===== src/rtl/rename_pkg.sv =====
package rename_pkg;
  localparam int unsigned DEF_LOG_REGS  = 8;
  localparam int unsigned DEF_PHYS_REGS = 16;

  function automatic int unsigned wrap_inc(input int unsigned v, input int unsigned n);
    return (v + 1 >= n) ? 0 : v + 1;
  endfunction
endpackage


===== src/rtl/rename_map_table.sv =====
module rename_map_table #(
  parameter int unsigned NUM_LOG  = 8,
  parameter int unsigned NUM_PHYS = 16,
  parameter int unsigned NUM_RD   = 2,
  localparam int unsigned LW = $clog2(NUM_LOG),
  localparam int unsigned PW = $clog2(NUM_PHYS)
) (
  input  logic                       clk_i,
  input  logic                       rst_ni,
  input  logic [NUM_RD-1:0][LW-1:0]  raddr_i,
  output logic [NUM_RD-1:0][PW-1:0]  rdata_o,
  input  logic                       we_i,
  input  logic [LW-1:0]              waddr_i,
  input  logic [PW-1:0]              wdata_i
);
  logic [PW-1:0] map_q [NUM_LOG];

  // entry 0 is constant zero
  always_ff @(posedge clk_i or negedge rst_ni) begin
    if (!rst_ni) begin
      for (int i = 0; i < NUM_LOG; i++) map_q[i] <= PW'(i);
    end else if (we_i && (waddr_i != '0)) begin
      map_q[waddr_i] <= wdata_i;
    end
  end

  for (genvar r = 0; r < NUM_RD; r++) begin : g_rd
    assign rdata_o[r] = (raddr_i[r] == '0) ? '0 : map_q[raddr_i[r]];
  end
endmodule


===== src/rtl/rename_free_list.sv =====
module rename_free_list
  import rename_pkg::*;
#(
  parameter int unsigned NUM_LOG  = 8,
  parameter int unsigned NUM_PHYS = 16,
  localparam int unsigned PW    = $clog2(NUM_PHYS),
  localparam int unsigned DEPTH = NUM_PHYS,
  localparam int unsigned AW    = $clog2(DEPTH),
  localparam int unsigned CW    = $clog2(DEPTH + 1),
  localparam int unsigned NFREE = NUM_PHYS - NUM_LOG
) (
  input  logic          clk_i,
  input  logic          rst_ni,
  input  logic          push_i,
  input  logic [PW-1:0] push_tag_i,
  input  logic          pop_i,
  output logic [PW-1:0] head_o,
  output logic          empty_o,
  output logic [CW-1:0] count_o
);
  logic [PW-1:0] mem_q [DEPTH];
  logic [AW-1:0] rd_q, wr_q;
  logic [CW-1:0] cnt_q;
  logic          push_ok, pop_ok;

  assign empty_o = (cnt_q == '0);
  assign head_o  = mem_q[rd_q];
  assign count_o = cnt_q;
  assign pop_ok  = pop_i && !empty_o;
  assign push_ok = push_i && (cnt_q != CW'(DEPTH));

  always_ff @(posedge clk_i or negedge rst_ni) begin
    if (!rst_ni) begin
      for (int k = 0; k < DEPTH; k++)
        mem_q[k] <= (k < NFREE) ? PW'(NUM_LOG + k) : '0;
      rd_q  <= '0;
      wr_q  <= AW'(NFREE % DEPTH);
      cnt_q <= CW'(NFREE);
    end else begin
      if (push_ok) begin
        mem_q[wr_q] <= push_tag_i;
        wr_q        <= AW'(wrap_inc(32'(wr_q), DEPTH));
      end
      if (pop_ok) rd_q <= AW'(wrap_inc(32'(rd_q), DEPTH));
      case ({push_ok, pop_ok})
        2'b10:   cnt_q <= cnt_q + 1'b1;
        2'b01:   cnt_q <= cnt_q - 1'b1;
        default: cnt_q <= cnt_q;
      endcase
    end
  end
endmodule


===== src/rtl/rename_unit.sv =====
module rename_unit
  import rename_pkg::*;
#(
  parameter int unsigned NUM_LOG  = DEF_LOG_REGS,
  parameter int unsigned NUM_PHYS = DEF_PHYS_REGS,
  localparam int unsigned LW = $clog2(NUM_LOG),
  localparam int unsigned PW = $clog2(NUM_PHYS),
  localparam int unsigned CW = $clog2(NUM_PHYS + 1)
) (
  input  logic          clk_i,
  input  logic          rst_ni,
  input  logic          dec_valid_i,
  input  logic [LW-1:0] src_a_i,
  input  logic [LW-1:0] src_b_i,
  input  logic [LW-1:0] dst_i,
  input  logic          dst_valid_i,
  input  logic          rel_valid_i,
  input  logic [PW-1:0] rel_tag_i,
  output logic [PW-1:0] phys_a_o,
  output logic [PW-1:0] phys_b_o,
  output logic [PW-1:0] phys_dst_o,
  output logic          stall_o
);
  logic                     want_dst, alloc;
  logic                     fl_empty;
  logic [PW-1:0]            fl_head;
  logic [CW-1:0]            fl_count;
  logic [1:0][LW-1:0]       rd_addr;
  logic [1:0][PW-1:0]       rd_data;

  assign want_dst = dec_valid_i && dst_valid_i && (dst_i != '0);
  assign alloc    = want_dst && !fl_empty;
  assign stall_o  = want_dst && fl_empty;

  assign rd_addr[0] = src_a_i;
  assign rd_addr[1] = src_b_i;
  assign phys_a_o   = rd_data[0];
  assign phys_b_o   = rd_data[1];
  assign phys_dst_o = alloc ? fl_head : '0;

  rename_map_table #(
    .NUM_LOG (NUM_LOG),
    .NUM_PHYS(NUM_PHYS),
    .NUM_RD  (2)
  ) i_map (
    .clk_i  (clk_i),
    .rst_ni (rst_ni),
    .raddr_i(rd_addr),
    .rdata_o(rd_data),
    .we_i   (alloc),
    .waddr_i(dst_i),
    .wdata_i(fl_head)
  );

  rename_free_list #(
    .NUM_LOG (NUM_LOG),
    .NUM_PHYS(NUM_PHYS)
  ) i_free (
    .clk_i     (clk_i),
    .rst_ni    (rst_ni),
    .push_i    (rel_valid_i),
    .push_tag_i(rel_tag_i),
    .pop_i     (alloc),
    .head_o    (fl_head),
    .empty_o   (fl_empty),
    .count_o   (fl_count)
  );
endmodule


===== config.mk =====
export PLATFORM = sky130hd
export DESIGN_NAME = rename_unit
export DESIGN_NICKNAME = d
export VERILOG_FILES = /design/src/rtl/rename_pkg.sv /design/src/rtl/rename_map_table.sv /design/src/rtl/rename_free_list.sv /design/src/rtl/rename_unit.sv
export SDC_FILE = /design/constraint.sdc
export NUM_CORES = 1
export LEC_CHECK = 0
export CAP_MARGIN = 20
export CORE_ASPECT_RATIO = 0.75
export CORE_MARGIN = 2
export CORE_UTILIZATION = 54
export CTS_CLUSTER_DIAMETER = 80
export DETAILED_ROUTE_END_ITERATION = 10
export PLACE_DENSITY_LB_ADDON = 0.08
export SLEW_MARGIN = 20
export SYNTH_ARGS = -nofsm -noshare
export SYNTH_HDL_FRONTEND = slang
export SYNTH_SLANG_ARGS = --single-unit

===== constraint.sdc =====
create_clock -name clk_i -period 2.6 [get_ports clk_i]
set_input_delay 0.52 -clock clk_i [delete_from_list [all_inputs] [get_ports clk_i]]
set_output_delay 0.52 -clock clk_i [all_outputs]
set_load 0.03 [all_outputs]

==> run_summary.xml <==
<?xml version="1.0" encoding="UTF-8"?>
<metrics>
  <group name="timing">
    <metric name="totalNegativeSetupSlack" unit="ns">-0.215</metric>
    <metric name="fmaxAchievable" unit="GHz">0.376</metric>
    <metric name="fin_hold_ws" unit="ns">0.0120</metric>
    <metric name="slew-limit-headroom" unit="%">39.2</metric>
    <metric name="final_hold_viol_count" unit="">0</metric>
    <metric name="grt_setup_unrepaired" unit="">yes</metric>
    <metric name="timing.final.ws_setup" unit="ns">-0.0605</metric>
    <metric name="tightest_slew" unit="ns">0.898</metric>
    <metric name="fin_crit" unit="ns">2.66</metric>
    <metric name="finClkSkew" unit="ns">0.0104</metric>
    <metric name="finalSetupViolCount" unit="">4</metric>
    <metric name="slew_violations" unit="">0</metric>
    <metric name="finalCritPeriodShare" unit="%">102</metric>
  </group>
  <group name="layout">
    <metric name="multiInputGateArea" unit="sq um">2990</metric>
    <metric name="sequential_cell_area" unit="sq um">2770</metric>
    <metric name="syn_to_final_growth" unit="%">20.7</metric>
    <metric name="post_route_cells_drive_above_1_share" unit="%">43.7</metric>
    <metric name="instances_no_fill" unit="">681</metric>
    <metric name="antenna_cell_count" unit="">0</metric>
    <metric name="fillCellCount" unit="">782</metric>
    <metric name="most-common-layout-cells" unit="">sky130_fd_sc_hd__dfrtp_1 (74), sky130_fd_sc_hd__mux2_2 (64), sky130_fd_sc_hd__buf_4 (58), sky130_fd_sc_hd__dfstp_2 (34), sky130_fd_sc_hd__nor2_1 (33)</metric>
    <metric name="net_total_in_the_final_layout" unit="">568</metric>
    <metric name="commonest_non_fill_non_tap_cell_in_the_layout" unit="">sky130_fd_sc_hd__dfrtp_1</metric>
  </group>
  <group name="setup_path">
    <metric name="critical_path.endpoint_type" unit="">output port</metric>
    <metric name="crit_path_start_kind" unit="">flip-flop</metric>
    <metric name="worstPathRequired" unit="ns">2.08</metric>
    <metric name="crit_fanout" unit="">4</metric>
    <metric name="worst_setup_path_class" unit="">flip-flop to output port</metric>
    <metric name="critical_path_arrival" unit="ns">2.14</metric>
    <metric name="worst_r2r_path_depth" unit="">9</metric>
    <metric name="rrSetupSlack" unit="ns">0.19</metric>
  </group>
  <group name="synth">
    <metric name="synthesis.area" unit="sq um">5830</metric>
    <metric name="synth_seq_area_share" unit="%">47.5</metric>
    <metric name="synth_area_per_cell" unit="sq um">12.4</metric>
    <metric name="synth_nets" unit="">498</metric>
    <metric name="most_used_flip_flop_cell_after_synthesis" unit="">sky130_fd_sc_hd__dfrtp_1</metric>
    <metric name="postSynth.asyncResetShare" unit="%">100</metric>
    <metric name="synthDistinctLibCells" unit="">50</metric>
    <metric name="synth_edf_count" unit="">0</metric>
    <metric name="ys_seq_elements" unit="">109</metric>
    <metric name="synthesis.instances" unit="">470</metric>
    <metric name="synthesis.yosys.warnings" unit="">0</metric>
  </group>
  <group name="route">
    <metric name="final_antenna_violating_net_count" unit="">0</metric>
    <metric name="route.detailed.vias_per_inst" unit="">5.79</metric>
    <metric name="routed_wire_length_per_instance" unit="um">19.5</metric>
    <metric name="drt_first_iter_violations" unit="">183</metric>
    <metric name="via_count" unit="">3943</metric>
    <metric name="firstDrtPassIters" unit="">4</metric>
    <metric name="totalWireLength" unit="um">13300</metric>
    <metric name="route.detailed.drc" unit="">0</metric>
  </group>
  <group name="floorplan">
    <metric name="die_area" unit="sq um">11700</metric>
    <metric name="fp.dieW" unit="um">124</metric>
    <metric name="initial_utilization" unit="%">56.0</metric>
    <metric name="core_region_area" unit="sq um">10400</metric>
    <metric name="std_cell_rows" unit="">32</metric>
    <metric name="io_pins" unit="">31</metric>
    <metric name="fp.dieH" unit="um">94.0</metric>
  </group>
  <group name="grt">
    <metric name="globalRoute.totalOverflow" unit="">0</metric>
    <metric name="grt_pass1_vias" unit="">4184</metric>
    <metric name="grt_max_degree" unit="">58</metric>
    <metric name="antenna_found_initial" unit="">0</metric>
    <metric name="global_route.usage.total" unit="%">25.3</metric>
    <metric name="grt_pass1_wl" unit="um">22100</metric>
  </group>
  <group name="clock_tree">
    <metric name="clock_path_buffers" unit="">2</metric>
    <metric name="clk_latency" unit="ns">0.36</metric>
    <metric name="cts.hold.buffers_added" unit="">0</metric>
    <metric name="clk_pin_slew" unit="ns">0.07</metric>
    <metric name="root_buffer" unit="">sky130_fd_sc_hd__clkbuf_16</metric>
    <metric name="tritoncts_clock_tree" unit="">done</metric>
    <metric name="clock-sinks" unit="">109</metric>
    <metric name="cts_max_level" unit="">3</metric>
    <metric name="tritoncts.num_buffers" unit="">9</metric>
  </group>
  <group name="pwr">
    <metric name="cellLeakagePower" unit="nW">3.00</metric>
    <metric name="total_power" unit="W">0.00891</metric>
    <metric name="power_density" unit="nW/um^2">1270</metric>
    <metric name="vdd.ir_drop.worst" unit="mV">0.664</metric>
  </group>
  <group name="hold_path">
    <metric name="holdCritPathClass" unit="">input port to asynchronous set/reset pin</metric>
  </group>
  <group name="placed_design">
    <metric name="routabilityCongestion" unit="">0.859</metric>
    <metric name="io_buffers" unit="">30</metric>
    <metric name="dp_hpwl" unit="um">9510</metric>
    <metric name="placed_cells_incl_taps" unit="">659</metric>
    <metric name="pre_cts_ws" unit="ns">-0.286</metric>
  </group>
  <group name="outcome">
    <metric name="violations" unit="">negative setup slack</metric>
    <metric name="status" unit="">finished with violations</metric>
  </group>
  <group name="run">
    <metric name="cap_viol_max_count" unit="">0</metric>
  </group>
</metrics>
==> area by class of cell <==
| class | count | share of cell area, % |
|---|---|---|
| inverters | 10 | 0.533 |
| flip-flops and latches | 109 | 39.4 |
| repair buffers | 85 | 10.9 |
| clock buffers | 10 | 3.56 |
| multi-input cells | 325 | 42.5 |
| clock inverters | 6 | 0.729 |
| well taps | 136 | 2.42 |
==> per-layer routing <==
layer / vias to the layer above / GRT usage (%) / share of wire, %
li1: 1878 / - / -
met1: 1998 / 36.4 / 49
met2: 55 / 39.0 / 46
met3: 12 / 6.25 / 3.5
met4: 0 / 5.71 / 0.95
met5: - / 0 / 0
==> sequential cells by signal (all words and copies together), names as in the netlist <==
name and flops:
i_free.count_o 5, i_map.map_q 32, i_free.wr_q 4, i_free.mem_q 64, i_free.rd_q 4
==> cells by family (layout without fill, tap and decap cells) <==
| kind of cell | after synthesis | in the layout | share of synthesized area, % |
|---|---|---|---|
| adders and majority gates | 10 | 10 | 2.28 |
| and+or+nand+nor | 106 | 106 | 10.7 |
| AOI/OAI and AO/OA | 97 | 97 | 12.2 |
| buffers and inverters | 36 | 111 | 3.11 |
| muxes | 106 | 106 | 23.2 |
| xor gates and xnor gates | 6 | 6 | 0.901 |
| DFF | 109 | 109 | 47.5 |
==> final timing paths <==
check | from | to
worst max-delay path | i_free.rd_q[0] | phys_dst_o[1]
worst min-delay path | rst_ni | i_free.wr_q[2]
worst min register to register | i_map.map_q[30] | i_map.map_q[30]
max in group asynchronous | rst_ni | i_map.map_q[0]
worst max register to register | i_free.count_o[1] | i_free.count_o[4]
min in group clk_i | i_map.map_q[30] | i_map.map_q[30]
==> cell usage after synthesis (all sizes together), types with 2 or more instances <==
cell	instances	share of area, %
xnor2	5	0.75
nor2	41	2.6
nand4	2	0.21
clkbuf	12	0.77
inv	10	0.64
nand3	17	3.8
a221oi	8	1.2
a21oi	33	2.8
a211oi	2	0.26
a31oi	2	0.21
nand2	26	1.7
ha	9	1.9
dfstp	34	15
or2	2	0.21
nor2b	11	1.2
o311ai	2	0.30
a2111oi	3	0.77
o21ai	25	2.1
mux4	16	6.4
a2bb2oi	7	1.1
mux2i	24	4.1
a21o	5	0.64
mux2	66	13
dfrtp	75	32
a32oi	4	1.9
buf	14	1.7
==> where the power goes <==
| part | switching (W) | leakage, nW | internal, W |
|---|---|---|---|
| Combinational | 0.00209 | 1.58 | 0.00216 |
| Clock | 0.000656 | 0.150 | 0.000724 |
| Sequential | 0.000587 | 1.28 | 0.00269 |
| Total | 0.00333 | 3.00 | 0.00557 |
==> critical path: stages (launching register included) <==
cell                        delay (ns)
sky130_fd_sc_hd__dfrtp_2          0.43
sky130_fd_sc_hd__buf_6            0.13
sky130_fd_sc_hd__buf_8            0.10
sky130_fd_sc_hd__mux4_2           0.53
sky130_fd_sc_hd__a2bb2oi_4        0.18
sky130_fd_sc_hd__a32oi_4          0.21
sky130_fd_sc_hd__nor2_2           0.06
sky130_fd_sc_hd__buf_6            0.14
==> metrics by stage <==
step	utilization [%]	cell area [sq um]
detailed placement	62.9	6540
global placement	62.9	6540
CTS	67.1	6980
floorplan	-	5850
finish	67.6	7040
global route	67.6	7040
==> repair_timing <==
action                     CTS  global route
hold endpoints to repair     0             0
setup endpoints to repair    7            13
gates resized for setup     27            16
pin swaps                    4             4
buffers inserted             6             0
(Power assumes the default switching activity.)
